$ cat src/rtl/mxs_pkg.sv
// Shared constants and format tables for the exponent scaler.
// Assumes elements are left-aligned in a 32-bit word: sign at bit 31,
// exponent field immediately below it.
package mxs_pkg;
    localparam int WORD_W        = 32;
    localparam int SCALE_EXP_LSB = 23;
    localparam int SCALE_EXP_W   = 8;
    localparam int SCALE_BIAS    = 127;
    localparam int NUM_FMT       = 5;
    localparam int SUM_W         = 10;
    localparam int SEL_W         = 3;

    typedef enum logic [SEL_W-1:0] {
        FMT_E4M3  = 3'd0,
        FMT_E5M2  = 3'd1,
        FMT_E5M10 = 3'd2,
        FMT_E8M7  = 3'd3,
        FMT_FP32  = 3'd4
    } fmt_e;

    // Exponent field width per format code
    function automatic int exp_width(input int f);
        case (f)
            0:       return 4;
            1, 2:    return 5;
            default: return 8;
        endcase
    endfunction

    // Left-aligned NaN code per format code
    function automatic logic [WORD_W-1:0] nan_code(input int f);
        case (f)
            0, 1:    return 32'hFF00_0000;
            2:       return 32'h7C10_0000;
            3:       return 32'h7F81_0000;
            default: return 32'h7F80_0100;
        endcase
    endfunction
endpackage

$ cat src/rtl/mxs_scale_decode.sv
// Turns an FP32 scale word into a signed shift amount and a NaN flag.
// Assumes only the FP32 exponent field matters; sign and mantissa ignored.
module mxs_scale_decode
    import mxs_pkg::*;
#(
    parameter int SW = SUM_W
) (
    input  logic [WORD_W-1:0]    scale_in,
    output logic signed [SW-1:0] amount,
    output logic                 force_nan
);
    logic [SCALE_EXP_W-1:0] sexp;

    // Extract the scale exponent, remove the bias, flag the all-ones code
    always_comb begin
        sexp      = scale_in[SCALE_EXP_LSB +: SCALE_EXP_W];
        amount    = $signed({{(SW-SCALE_EXP_W){1'b0}}, sexp}) - SW'(SCALE_BIAS);
        force_nan = (sexp == {SCALE_EXP_W{1'b1}});
    end
endmodule

$ cat src/rtl/mxs_exp_clamp.sv
// Adds a signed amount to one format's exponent field and clamps the sum
// to the range 1 .. 2^EW-1. Sign and lower bits are copied unchanged.
// Assumes the exponent field sits at bits 30 down to 31-EW.
module mxs_exp_clamp
    import mxs_pkg::*;
#(
    parameter int EW = 4,
    parameter int SW = SUM_W
) (
    input  logic [WORD_W-1:0]    elem,
    input  logic signed [SW-1:0] amount,
    output logic [WORD_W-1:0]    word
);
    localparam int EXP_HI = WORD_W - 2;
    localparam logic signed [SW-1:0] MAX_E = SW'((1 << EW) - 1);
    localparam logic signed [SW-1:0] MIN_E = SW'(1);

    logic [EW-1:0]        e_in;
    logic signed [SW-1:0] sum;
    logic signed [SW-1:0] clamped;

    // Widen, add and saturate the exponent, then splice it back in
    always_comb begin
        e_in = elem[EXP_HI -: EW];
        sum  = $signed({{(SW-EW){1'b0}}, e_in}) + amount;
        if (sum > MAX_E)
            clamped = MAX_E;
        else if (sum < MIN_E)
            clamped = MIN_E;
        else
            clamped = sum;
        word                = elem;
        word[EXP_HI -: EW]  = clamped[EW-1:0];
    end
endmodule

$ cat src/rtl/mxs_fmt_select.sv
// Picks the scaled word for the selected format, or the format's NaN code,
// or the untouched element for reserved codes.
module mxs_fmt_select
    import mxs_pkg::*;
#(
    parameter int NF = NUM_FMT
) (
    input  logic [WORD_W-1:0] cand [NF],
    input  logic [SEL_W-1:0]  fmt_sel,
    input  logic [WORD_W-1:0] elem_in,
    input  logic              force_nan,
    output logic [WORD_W-1:0] result
);
    logic [WORD_W-1:0] nan_tab [NF];

    // Build the NaN constant table from the package
    for (genvar g = 0; g < NF; g++) begin : g_nan
        assign nan_tab[g] = nan_code(g);
    end

    // Route by format code; reserved codes bypass
    always_comb begin
        result = elem_in;
        for (int i = 0; i < NF; i++) begin
            if (fmt_sel == SEL_W'(i))
                result = force_nan ? nan_tab[i] : cand[i];
        end
    end
endmodule

$ cat src/rtl/mx_exp_scaler.sv
// Top of the exponent scaler: decodes the scale, runs one clamp slice per
// format, selects, and registers the result with a valid flag.
// Assumes in_valid is low during reset; one-cycle latency.
module mx_exp_scaler
    import mxs_pkg::*;
(
    input  logic              clk,
    input  logic              rst_n,
    input  logic              in_valid,
    input  logic [SEL_W-1:0]  fmt_sel,
    input  logic [WORD_W-1:0] elem_in,
    input  logic [WORD_W-1:0] scale_in,
    output logic              out_valid,
    output logic [WORD_W-1:0] elem_out
);
    logic signed [SUM_W-1:0] amount;
    logic                    force_nan;
    logic [WORD_W-1:0]       cand [NUM_FMT];
    logic [WORD_W-1:0]       result;

    mxs_scale_decode #(.SW(SUM_W)) u_dec (
        .scale_in  (scale_in),
        .amount    (amount),
        .force_nan (force_nan)
    );

    for (genvar g = 0; g < NUM_FMT; g++) begin : g_fmt
        mxs_exp_clamp #(.EW(exp_width(g)), .SW(SUM_W)) u_clamp (
            .elem   (elem_in),
            .amount (amount),
            .word   (cand[g])
        );
    end

    mxs_fmt_select #(.NF(NUM_FMT)) u_sel (
        .cand      (cand),
        .fmt_sel   (fmt_sel),
        .elem_in   (elem_in),
        .force_nan (force_nan),
        .result    (result)
    );

    // Output register: capture on valid, hold otherwise
    always_ff @(posedge clk) begin
        if (!rst_n) begin
            out_valid <= 1'b0;
            elem_out  <= '0;
        end else begin
            out_valid <= in_valid;
            if (in_valid)
                elem_out <= result;
        end
    end
endmodule

$ cat config.mk
export PLATFORM = sky130hd
export DESIGN_NAME = mx_exp_scaler
export DESIGN_NICKNAME = d
export VERILOG_FILES = /design/src/rtl/mxs_pkg.sv /design/src/rtl/mxs_scale_decode.sv /design/src/rtl/mxs_exp_clamp.sv /design/src/rtl/mxs_fmt_select.sv /design/src/rtl/mx_exp_scaler.sv
export SDC_FILE = /design/constraint.sdc
export NUM_CORES = 1
export LEC_CHECK = 0
export ABC_AREA = 1
export BUFFER_PORTS_ARGS = -buffer_cell sky130_fd_sc_hd__buf_2
export CAP_MARGIN = 20
export CELL_PAD_IN_SITES_DETAIL_PLACEMENT = 1
export CELL_PAD_IN_SITES_GLOBAL_PLACEMENT = 1
export CORE_AREA = 2 2 90 92
export CTS_BUF_LIST = sky130_fd_sc_hd__clkbuf_8
export CTS_CLUSTER_DIAMETER = 80
export DETAILED_ROUTE_END_ITERATION = 8
export DIE_AREA = 0 0 92 94
export PLACE_DENSITY = 0.92
export SYNTH_ARGS = -nofsm -noshare
export SYNTH_HDL_FRONTEND = slang
export SYNTH_SLANG_ARGS = --single-unit
$ cat constraint.sdc
create_clock -name clk -period 3.86 [get_ports clk]
set_input_delay 0.386 -clock clk [delete_from_list [all_inputs] [get_ports clk]]
set_output_delay 0.386 -clock clk [all_outputs]
set_load 0.03 [all_outputs]
==> results.md <==
Logic synthesis:
- Counting every net in the synthesized netlist gives 526.
- In the synthesized netlist the dominant register cell turns out to be dfxtp_1.
- The proportion of synthesized flip-flops having asynchronous set or reset is 0%.
- The most common cell in the netlist is nand2_1.
- The warning count from the yosys run is 0.
- After synthesis, the most frequently instantiated cells are nand2_1, inv_1, o21ai_0.
- The cell area after synthesis is between 2000 and 3000 sq um.
- The instance count of the mapped netlist is 434.
- The number of enable-type register cells in the synthesized netlist is 0.
- The sequential-to-total area share from yosys stat is a little under a quarter.
- After synthesis, the largest area contributor takes up 24.0% of total cell area.
- The mean instance size in the synthesized netlist is about 6.4 sq um.
- The synthesized flop and latch total is 33.
- The number of distinct library cells after synthesis is 36.
- Summed over all instances, the cell type with the most area after synthesis is dfxtp_1.
- After synthesis, the cell types taking the most area are dfxtp_1, nand2_1, ha_1.

Timing:
- The clock arrives with 0 ns of skew.
- The total setup violations reported at the end of the flow is 0.
- Static timing analysis puts the maximum clock frequency at between 300 and 400 MHz.
- In this run the tightest slew margin relative to its limit is around three fifths.
- The final hold violation count was 0.
- The setup slack after layout is ~1.0 ns.
- The slew at the pin with the worst max-slew slack is 0.609 ns.
- The count of pins over their slew limit came to 0.
- The worst path needs ~2.8 ns of the cycle, external delays included.
- Setup repair after global routing left no endpoint under its margin.
- The final critical path takes up between 70% and 80% of the cycle.
- The final setup TNS is 0 ns.

Flow run:
- Max-cap violations in this run came to 0.

Clock tree:
- The number of setup buffers added after CTS is 0.
- TritonCTS built the clock tree.
- After clock tree synthesis, the repair step resized 0 gates.
- The cell chosen for the clock root is clkbuf_8.
- At the later pin of the worst-skew pair, clock insertion delay measures 0.28 ns.
- The maximum level of the CTS H-tree is 2.
- The total of hold buffers inserted after clock tree synthesis is 0.
- The longest clock path from root to sink contains 2 buffers.
- In this run, CTS created clock tree buffers numbering 5.
- The sink count of the clock tree is 33.
- The clock transition at the registers of the reported paths is 0.07 ns.

Worst setup path:
- The largest single stage delay on the critical path is approximately 0.37 ns.
- The required time at the worst-slack endpoint is between 4 and 5 ns.
- Among all stages on the critical path, the largest delay is contributed by ha_1.
- The largest driver fanout on the critical path is 6.
- Counting stages on the worst path, the most repeated cell is nand2_1.
- The type of destination of the critical path is a register.
- The critical path is of the input pin to register type.
- The combined buffer and inverter count along the critical path is 4.
- The arrival time at the worst endpoint is 2.99 ns.
- The family with the most delay on the worst path is simple AND/OR/NAND/NOR gates.
- The worst setup path is launched from an input pin.
- Traced cell by cell, the critical path runs through buf_2 > ha_1 > nand2_2 > nor2_4 > inv_1 > nand2_1 > inv_1 > ha_1 > nand2_1 > inv_1 > nand3_1 > o21ai_1 > xor2_1 > nand3_1 > o21bai_2 > nand2_2 > nand2_1 > nand2_1 > nand3_1 > nand2_1.

Final layout:
- The layout cell share with drive strength beyond 1 is approximately 23%.
- The sequential cells in the finished layout cover a total of about 660 sq um.
- The finished cells cover 3380 sq um.
- The number of nets in the final layout is 602.
- The number of antenna repair diodes is 0.
- At the end of the flow the core is filled with cells to roughly 44%.
- In the final layout, the multi-input gates occupy about 1800 sq um.
- From synthesis to final layout, the design area changed by 22.5%.
- The filler cell count is around 1100.

Placed design:
- The count of input and output buffers is around 80.
- The worst-case setup slack after placement is 0.741 ns.
- Detailed placement ended at an HPWL of around 7 mm.
- The placed instances occupy a cell area of ~3200 sq um.
- The placer's final routability congestion estimate is roughly 0.86.

Detailed routing:
- For this block, the via count after detailed routing is 3091.
- The post-detailed-route via-to-cell ratio is just over 5.
- The average wire per standard cell is 14.3 microns.
- For this run, the detailed router's first-pass iteration total came to 4.
- The first routing iteration left 95 violations.
- The final layout contains routed wiring with a total length of about 8.7 mm.
- The number of antenna-violating nets in the routed design is 0.
- The number of remaining DRC errors is 0.

GRT:
- The via count of the first global-routing pass is ~3300.
- The first global-routing pass estimated roughly 15 mm of wire.
- The initial antenna violation count is 0.
- Entering global routing, the biggest net connects 31 pins.
- The global routing usage summed across all routing layers is 20.7%.
- For this run the aggregate overflow at the end of global routing stands at 0.

Floorplan:
- The area of the placeable core is 7610 sq um.
- The number of top-level design ports is about 100.
- The total number of placement rows is 32.
- The starting density of the core is 36.2%.
- The vertical die dimension is about 94 microns.
- The area enclosed by the die boundary is just under 9000 sq um.
- The horizontal die dimension is around 92 microns.

Power:
- The power density over the cells is 334 nW/um^2.
- The total leakage power is 1.76 nW.
- The largest vdd supply drop is roughly 0.00017 V.

Run status:
- The flow ran to the end, and the final reports show no timing, DRC or antenna violations.

Min path:
- The min-delay analysis places its worst path in the category input pin to register.
metal layers:
layer / wire length [microns] / vias up / track usage, %
li1: - / 1545 / -
met1: 3820 / 1458 / 23.9
met2: 4480 / 77 / 40.1
met3: 325 / 11 / 2.01
met4: 116 / 0 / 6.34
met5: 0 / - / 0
tightest hold or removal path, cell delays in order:
cell	delay, ns
buf_2	0.10
o21ai_0	0.05
o21ai_0	0.08
layout by cell type, fill, tap and decap left out, types with 9 or more instances in the layout:
cell type | Yosys | layout
a21oi_1 | 9 | 9
dfxtp_1 | 33 | 33
nand2_1 | 133 | 133
o21ai_0 | 44 | 44
nand3_1 | 36 | 36
nand2_2 | 9 | 9
inv_1 | 48 | 49
nor2_1 | 27 | 26
ha_1 | 19 | 19
xor2_1 | 9 | 9
buf_2 | 2 | 78
cell type report:
| class | instances | share of cell area [%] |
|---|---|---|
| clock buffer | 6 | 2.45 |
| clock inverter | 2 | 1.00 |
| inverter | 55 | 6.11 |
| multi-input combinational | 336 | 54.7 |
| sequential | 33 | 19.6 |
| tap | 102 | 3.78 |
| timing repair buffer | 79 | 12.4 |
worst paths after layout:
check                             startpoint      endpoint  slack (ns)  depth (start not counted)
worst min-delay path              elem_in[3]   elem_out[3]        0.38                          3
worst max-delay path            scale_in[23]  elem_out[28]        1.04                         20
worst min register to register  elem_out[25]  elem_out[25]        0.45                          2
worst max register to register  elem_out[20]  elem_out[20]        3.22                          2
power by group:
part / leakage [nW] / switching [mW] / internal (mW)
logic: 1.42 / 0.277 / 0.146
registers: 0.273 / 0.0118 / 0.364
clock network: 0.0626 / 0.123 / 0.208
total: 1.76 / 0.411 / 0.718
flip-flops by register name, summed over array words and instances (netlist names):
| name | flops |
|---|---|
| out_valid | 1 |
| elem_out | 32 |
cell families after synthesis:
logic type / share of synthesized area, %
flip-flops: 24.0
adder cells (fa/ha/maj): 10.8
buffers and inverters: 9.08
XOR/XNOR: 4.77
AO/OA/AOI/OAI: 14.3
AND/OR/NAND/NOR: 37.1
stage by stage:
stage,instances,hold slack (ns),power (mW)
2_1_floorplan,434,0.493,0.680
3_3_place_gp,604,0.433,0.781
3_5_place_dp,604,0.442,0.801
4_1_cts,612,0.374,1.13
5_1_grt,613,0.379,1.20
6_report,613,0.378,1.13
Power figures use the tool's default switching activity.
